File: config.mk
export PLATFORM = sky130hd
export DESIGN_NAME = lp_esc_rx
export DESIGN_NICKNAME = d
export VERILOG_FILES = /design/src/rtl/lp_esc_pkg.sv /design/src/rtl/lp_line_sync.sv /design/src/rtl/lp_esc_fsm.sv /design/src/rtl/lp_byte_asm.sv /design/src/rtl/lp_esc_rx.sv
export SDC_FILE = /design/constraint.sdc
export NUM_CORES = 1
export LEC_CHECK = 0
export ABC_AREA = 0
export BUFFER_PORTS_ARGS = -buffer_cell sky130_fd_sc_hd__buf_2
export CORE_MARGIN = 2
export CORE_UTILIZATION = 50
export CTS_CLUSTER_SIZE = 28
export DETAILED_ROUTE_END_ITERATION = 10
export PLACE_DENSITY = 0.75
export RECOVER_POWER = 25
export SYNTH_ARGS = -nofsm -noshare
export SYNTH_HDL_FRONTEND = slang
export SYNTH_SLANG_ARGS = --single-unit
File: constraint.sdc
create_clock -name clk -period 2.59 [get_ports clk]
set_input_delay 0.259 -clock clk [delete_from_list [all_inputs] [get_ports clk]]
set_output_delay 0.259 -clock clk [all_outputs]
set_load 0.005 [all_outputs]
File: src/rtl/lp_esc_pkg.sv
package lp_esc_pkg;
  typedef logic [1:0] lp_lvl_t;  // {p, n}
  localparam lp_lvl_t LP_00 = 2'b00;
  localparam lp_lvl_t LP_01 = 2'b01;
  localparam lp_lvl_t LP_10 = 2'b10;
  localparam lp_lvl_t LP_11 = 2'b11;

  typedef enum logic [2:0] {
    ST_IDLE, ST_HOLD, ST_ENT_A, ST_ENT_B, ST_ENT_C,
    ST_SPACE, ST_MARK1, ST_MARK0
  } esc_st_t;

  typedef enum logic [1:0] {PH_CMD, PH_DATA, PH_SKIP} byte_ph_t;
endpackage

File: src/rtl/lp_line_sync.sv
module lp_line_sync
  import lp_esc_pkg::*;
#(
  parameter int STABLE_N = 2
) (
  input  logic    clk,
  input  logic    rst,
  input  logic    lp_p,
  input  logic    lp_n,
  output lp_lvl_t line_q,
  output logic    line_evt
);
  localparam int CW = $clog2(STABLE_N) + 1;
  localparam logic [CW-1:0] CMAX = CW'(STABLE_N - 1);

  lp_lvl_t meta_q, sync_q, prev_q;
  logic [CW-1:0] cnt_q, cnt_nx;
  logic accept;

  always_comb begin
    if (sync_q == prev_q) cnt_nx = (cnt_q == CMAX) ? CMAX : cnt_q + 1'b1;
    else                  cnt_nx = '0;
    accept = (cnt_nx == CMAX) && (sync_q != line_q);
  end

  always_ff @(posedge clk) begin
    if (rst) begin
      meta_q   <= LP_11;
      sync_q   <= LP_11;
      prev_q   <= LP_11;
      cnt_q    <= '0;
      line_q   <= LP_11;
      line_evt <= 1'b0;
    end else begin
      meta_q   <= {lp_p, lp_n};
      sync_q   <= meta_q;
      prev_q   <= sync_q;
      cnt_q    <= cnt_nx;
      line_evt <= accept;
      if (accept) line_q <= sync_q;
    end
  end


  stable_accept_chk: assert property (@(posedge clk) disable iff (rst)
    line_evt |-> (line_q == $past(sync_q)) && (line_q == $past(sync_q, 2)));
endmodule

File: src/rtl/lp_esc_fsm.sv
module lp_esc_fsm
  import lp_esc_pkg::*;
(
  input  logic    clk,
  input  logic    rst,
  input  lp_lvl_t line_q,
  input  logic    line_evt,
  output logic    bit_stb,
  output logic    bit_val,
  output logic    esc_start,
  output logic    in_escape,
  output logic    err
);
  esc_st_t st_q, st_nx;
  logic fault, leave, clk_rec;

  assign clk_rec = line_q[1] ^ line_q[0];

  always_comb begin
    st_nx     = st_q;
    bit_stb   = 1'b0;
    bit_val   = 1'b0;
    esc_start = 1'b0;
    fault     = 1'b0;
    leave     = 1'b0;
    if (line_evt) begin
      case (st_q)
        ST_IDLE:  st_nx = (line_q == LP_10) ? ST_ENT_A : ST_HOLD;
        ST_HOLD:  if (line_q == LP_11) st_nx = ST_IDLE;
        ST_ENT_A: if (line_q == LP_00) st_nx = ST_ENT_B; else fault = 1'b1;
        ST_ENT_B: if (line_q == LP_01) st_nx = ST_ENT_C; else fault = 1'b1;
        ST_ENT_C: if (line_q == LP_00) begin
                    st_nx = ST_SPACE;
                    esc_start = 1'b1;
                  end else fault = 1'b1;
        ST_SPACE: if (line_q == LP_01)      st_nx = ST_MARK1;
                  else if (line_q == LP_10) st_nx = ST_MARK0;
                  else fault = 1'b1;
        ST_MARK1: if (!clk_rec && line_q == LP_00) begin
                    bit_stb = 1'b1;
                    bit_val = 1'b1;
                    st_nx   = ST_SPACE;
                  end else if (line_q == LP_11) begin
                    leave = 1'b1;
                    st_nx = ST_IDLE;
                  end else fault = 1'b1;
        ST_MARK0: if (!clk_rec && line_q == LP_00) begin
                    bit_stb = 1'b1;
                    st_nx   = ST_SPACE;
                  end else fault = 1'b1;
        default:  st_nx = ST_IDLE;
      endcase
      if (fault) st_nx = (line_q == LP_11) ? ST_IDLE : ST_HOLD;
    end
  end

  always_ff @(posedge clk) begin
    if (rst) begin
      st_q      <= ST_IDLE;
      in_escape <= 1'b0;
      err       <= 1'b0;
    end else begin
      st_q <= st_nx;
      err  <= fault;
      if (esc_start)           in_escape <= 1'b1;
      else if (leave || fault) in_escape <= 1'b0;
    end
  end


  entry_done_chk: assert property (@(posedge clk) disable iff (rst)
    $rose(in_escape) |-> (line_q == LP_00));

  err_single_chk: assert property (@(posedge clk) disable iff (rst)
    err |=> !err);

  err_clears_chk: assert property (@(posedge clk) disable iff (rst)
    err |-> !in_escape);

  exit_level_chk: assert property (@(posedge clk) disable iff (rst)
    ($fell(in_escape) && !err) |-> (line_q == LP_11));
endmodule

File: src/rtl/lp_byte_asm.sv
module lp_byte_asm
  import lp_esc_pkg::*;
#(
  parameter int                BYTE_W = 8,
  parameter logic [BYTE_W-1:0] CMD_RX = 8'hE1
) (
  input  logic              clk,
  input  logic              rst,
  input  logic              esc_start,
  input  logic              bit_stb,
  input  logic              bit_val,
  output logic [BYTE_W-1:0] cmd_byte,
  output logic              cmd_valid,
  output logic [BYTE_W-1:0] rx_byte,
  output logic              rx_valid
);
  localparam int CNT_W = $clog2(BYTE_W);
  localparam logic [CNT_W-1:0] LAST = CNT_W'(BYTE_W - 1);

  logic [BYTE_W-1:0] sh_q, full;
  logic [CNT_W-1:0]  cnt_q;
  byte_ph_t          ph_q;

  assign full = {bit_val, sh_q[BYTE_W-1:1]};

  always_ff @(posedge clk) begin
    if (rst) begin
      sh_q      <= '0;
      cnt_q     <= '0;
      ph_q      <= PH_CMD;
      cmd_byte  <= '0;
      cmd_valid <= 1'b0;
      rx_byte   <= '0;
      rx_valid  <= 1'b0;
    end else begin
      cmd_valid <= 1'b0;
      rx_valid  <= 1'b0;
      if (esc_start) begin
        sh_q  <= '0;
        cnt_q <= '0;
        ph_q  <= PH_CMD;
      end else if (bit_stb) begin
        sh_q <= full;
        if (cnt_q == LAST) begin
          cnt_q <= '0;
          case (ph_q)
            PH_CMD: begin
              cmd_byte  <= full;
              cmd_valid <= 1'b1;
              ph_q      <= (full == CMD_RX) ? PH_DATA : PH_SKIP;
            end
            PH_DATA: begin
              rx_byte  <= full;
              rx_valid <= 1'b1;
            end
            default: ;
          endcase
        end else begin
          cnt_q <= cnt_q + 1'b1;
        end
      end
    end
  end


  skip_silent_chk: assert property (@(posedge clk) disable iff (rst)
    (ph_q == PH_SKIP) |-> !rx_valid);
endmodule

File: src/rtl/lp_esc_rx.sv
module lp_esc_rx
  import lp_esc_pkg::*;
#(
  parameter int                STABLE_N = 2,
  parameter int                BYTE_W   = 8,
  parameter logic [BYTE_W-1:0] CMD_RX   = 8'hE1
) (
  input  logic              clk,
  input  logic              rst,
  input  logic              lp_p,
  input  logic              lp_n,
  output logic [BYTE_W-1:0] cmd_byte,
  output logic              cmd_valid,
  output logic [BYTE_W-1:0] rx_byte,
  output logic              rx_valid,
  output logic              in_escape,
  output logic              err
);
  lp_lvl_t line_q;
  logic line_evt, bit_stb, bit_val, esc_start;

  lp_line_sync #(.STABLE_N(STABLE_N)) u_sync (
    .clk(clk), .rst(rst), .lp_p(lp_p), .lp_n(lp_n),
    .line_q(line_q), .line_evt(line_evt)
  );

  lp_esc_fsm u_fsm (
    .clk(clk), .rst(rst), .line_q(line_q), .line_evt(line_evt),
    .bit_stb(bit_stb), .bit_val(bit_val), .esc_start(esc_start),
    .in_escape(in_escape), .err(err)
  );

  lp_byte_asm #(.BYTE_W(BYTE_W), .CMD_RX(CMD_RX)) u_asm (
    .clk(clk), .rst(rst), .esc_start(esc_start),
    .bit_stb(bit_stb), .bit_val(bit_val),
    .cmd_byte(cmd_byte), .cmd_valid(cmd_valid),
    .rx_byte(rx_byte), .rx_valid(rx_valid)
  );


  rx_in_esc_chk: assert property (@(posedge clk) disable iff (rst)
    rx_valid |-> in_escape);

  cmd_in_esc_chk: assert property (@(posedge clk) disable iff (rst)
    cmd_valid |-> in_escape);
endmodule

==> flow_summary.yaml <==
clocking:
  post_cts_resized: 0
  cts_buffers: 5
  holdBufCountCts: 0
  cts_num_sinks: 46
  cts_htree_levels: 2
  cts_root_buffer: "sky130_fd_sc_hd__clkbuf_8"
  tritoncts: "yes"
  cts.repair_timing.setup_buffer_count: 0
  clk_pin_slew_ns: 0.09
  clk-insertion-delay-late_ns: 0.30
  clk_path_buf_depth: 2
worst_setup_path:
  timing.critical_path.required_ns: 2.78
  critPathLaunchType: "register"
  critical_path_class: "reg -> reg"
  crit_fanout: 5
  r2r_end: "u_fsm.st_q[0]"
  worstReg2RegStart: "u_sync.line_q[0]"
  endpoint_kind: "register"
  r2r_setup_slack_ns: 0.48
  arrival_ns: 2.30
  ff2ff_path_depth: 7
layout:
  layout-drive-gt1-share_pct: 17.3
  n_antenna_cell: 0
  multi_input_area_um2: 952
  areaGrowthSynthToFinish_pct: 13.1
  final_net_count: 246
  fill_cells: 351
  area.sequential_um2: 921
  post_layout_nonfiller_instances: 285
power:
  ir_drop_uv: 387
  p_sw_mw: 0.306
  power.clock.fraction_pct: 39.0
  power_report.internal_total_mw: 1.04
  power_per_cell_area_nw_per_um2: 608
  share_seq_of_total_power_pct: 54.8
  p_leak_nw: 0.921
  share_comb_of_total_power_pct: 6.2
  sw_frac_of_total_pct: 22.7
sta:
  min_period_ns: 2.11
  tns_ns: 0
  transition_at_the_pin_with_the_smallest_max_transition_slack_ns: 1.29
  drv_slew: 0
  fin_ws_ns: 0.482
  maxSlewHeadroom_pct: 13.9
  worst_clock_skew_ns: 0.00744
  final_min_period_over_clock_period_pct: 81.4
  achievable-frequency_ghz: 0.474
  setup-violations-final: 0
  timing.final.hold_violations: 0
  rsz0062_at_grt: "no"
place:
  place_hpwl_um: 2420
  gp_congestion: 0.838
  io_buffer_count: 23
  place_worst_setup_slack_ns: 0.504
  numPlacedInstances: 277
global_route:
  track_usage_pct: 18.1
  wire_length_of_the_first_global_routing_pass_um: 6040
  first_global_vias: 1317
  antenna_found_initial: 0
  global_route.overflow_total: 0
  grt_start_max_net_pins: 35
drt:
  detail_route.wl_per_cell_um: 12.3
  drc_errors: 0
  drt_first_iter_violations: 129
  drt_wl_total_um: 3510
  route.detailed.vias_per_inst: 5.30
  via_count: 1510
  detailedRoute.firstPassIterationCount: 4
  final_antenna_net_count: 0
worst_hold_path:
  hp-class: "in -> reg"
  hold_path_depth: 2
  min_from: "lp_n"
  worstHoldEndpoint: "u_sync.meta_q[0]"
synthesis:
  synth.lib_cells_used.distinct: 40
  synthesis.instances: 213
  seq_area_frac_synth_pct: 47.0
  ys_seq_elements: 46
  synth_enable_flop_cells: 0
  post_synth_instance_area_um2: 1960
  avgSynthCellArea_um2: 9.20
  synth_fp_nets: 223
  ys_dominant_reg_cell: "sky130_fd_sc_hd__dfxtp_1"
  ys_warn_count: 0
  ys_async_sr_fraction_pct: 0
floorplanning:
  die_w_um: 66.6
  start_util_pct: 52.8
  floorplan.die.height_um: 66.6
  design.portCount: 24
  floorplan.rows: 22
  dieArea_um2: 4440
  core_region_area_um2: 3720
run:
  cap_viol_max_count: 0
outcome:
  outcome: "finished clean"
-- worst max-delay path by stage --
stage	startpoint	end	slack (ns)	cells after the start
6_report	u_sync.line_q[0]	u_fsm.st_q[0]	0.48	7
5_1_grt	u_sync.line_q[0]	u_asm.cmd_byte[5]	0.32	7
4_1_cts	u_sync.line_q[0]	u_fsm.st_q[0]	0.48	7
3_5_place_dp	u_sync.line_q[0]	u_fsm.st_q[0]	0.50	7
3_3_place_gp	u_sync.line_q[0]	u_asm.cmd_byte[6]	0.61	7
2_1_floorplan	u_sync.line_q[0]	u_fsm.st_q[0]	0.71	7
-- cell usage after synthesis, types with 2 or more instances --
cell type / count / share of area (%)
sky130_fd_sc_hd__a21oi_1: 17 / 4.3
sky130_fd_sc_hd__o21ai_0: 2 / 0.51
sky130_fd_sc_hd__nand4b_1: 2 / 0.89
sky130_fd_sc_hd__or3_1: 2 / 0.64
sky130_fd_sc_hd__nand2_1: 21 / 4.0
sky130_fd_sc_hd__xor2_1: 2 / 0.89
sky130_fd_sc_hd__a22o_1: 2 / 0.89
sky130_fd_sc_hd__o22ai_1: 2 / 0.64
sky130_fd_sc_hd__mux2i_1: 17 / 8.7
sky130_fd_sc_hd__nor2_1: 26 / 5.0
sky130_fd_sc_hd__or2_2: 8 / 2.6
sky130_fd_sc_hd__nand2b_1: 6 / 1.9
sky130_fd_sc_hd__nor3_1: 7 / 1.8
sky130_fd_sc_hd__clkbuf_1: 8 / 1.5
sky130_fd_sc_hd__xnor2_1: 2 / 0.89
sky130_fd_sc_hd__o211ai_1: 3 / 1.1
sky130_fd_sc_hd__nor3b_1: 2 / 0.77
sky130_fd_sc_hd__and4_1: 2 / 0.89
sky130_fd_sc_hd__inv_1: 9 / 1.7
sky130_fd_sc_hd__nand3_1: 3 / 0.77
sky130_fd_sc_hd__dfxtp_1: 46 / 47
sky130_fd_sc_hd__ha_1: 6 / 3.8
-- kinds of logic after synthesis --
logic type | synth area share, %
xor+xnor | 1.79
compound gates | 12.3
fa+ha+maj | 3.83
flops | 47.0
buf+inv | 4.47
simple gates | 22.0
mux | 8.68
-- cell usage in the layout (no fill, tap or decap), types with 3 or more instances in the layout --
master and n:
sky130_fd_sc_hd__nand2b_1 6, sky130_fd_sc_hd__nand3_1 3, sky130_fd_sc_hd__or2_2 8, sky130_fd_sc_hd__nor3_1 7
sky130_fd_sc_hd__o211ai_1 3, sky130_fd_sc_hd__dfxtp_1 46, sky130_fd_sc_hd__nand2_1 21, sky130_fd_sc_hd__clkbuf_1 5
sky130_fd_sc_hd__clkbuf_8 5, sky130_fd_sc_hd__ha_1 6, sky130_fd_sc_hd__nor2_1 26, sky130_fd_sc_hd__buf_2 19
sky130_fd_sc_hd__a21oi_1 17, sky130_fd_sc_hd__buf_4 4, sky130_fd_sc_hd__inv_1 9, sky130_fd_sc_hd__mux2i_1 17
-- power groups by stage --
stage                     registers, mW  clock network, mW  logic (mW)
final                             0.739              0.526      0.0840
after global routing              0.742              0.562      0.0955
after global placement            0.755                  0      0.0833
after floorplan                   0.743                  0      0.0779
after detailed placement          0.756                  0      0.0840
after CTS                         0.739              0.545      0.0847
-- state kept, by name (all words and copies together) (netlist names), 3 cells and up --
| signal | count |
|---|---|
| u_asm.rx_byte | 8 |
| u_asm.cnt_q | 3 |
| u_fsm.st_q | 3 |
| u_asm.cmd_byte | 8 |
| u_asm.sh_q | 7 |
-- area by class of cell --
cell class | count | area share (%)
repair buffers | 27 | 6.32
well taps | 48 | 2.71
multi-input cells | 147 | 42.9
inverters | 9 | 1.52
flip-flops and latches | 46 | 41.5
clock inverters | 2 | 1.69
clock buffers | 6 | 3.27
-- worst max-delay path, cell delays in order, from the launching register on --
cell and delay, ns:
sky130_fd_sc_hd__dfxtp_1 0.42, sky130_fd_sc_hd__inv_1 0.11, sky130_fd_sc_hd__ha_1 0.33, sky130_fd_sc_hd__or2b_1 0.24
sky130_fd_sc_hd__and4_1 0.23, sky130_fd_sc_hd__a311oi_4 0.32, sky130_fd_sc_hd__mux2i_1 0.25, sky130_fd_sc_hd__o22ai_1 0.11
-- routing by layer --
metal	global-route usage, %	wire [µm]
met1	24.2	1640
met2	27.1	1590
met3	3.21	192
met4	10.7	82
met5	0	0
-- stage by stage --
step	hold slack (ns)	power, mW	util, %	cell area (µm²)
4_1_cts	0.129	1.37	59.8	2220
6_report	0.143	1.35	59.7	2220
5_1_grt	0.138	1.40	59.7	2220
3_3_place_gp	0.393	0.839	56.8	2110
3_5_place_dp	0.399	0.840	56.8	2110
2_1_floorplan	0.348	0.821	-	1960
Power figures use the tool's default switching activity.
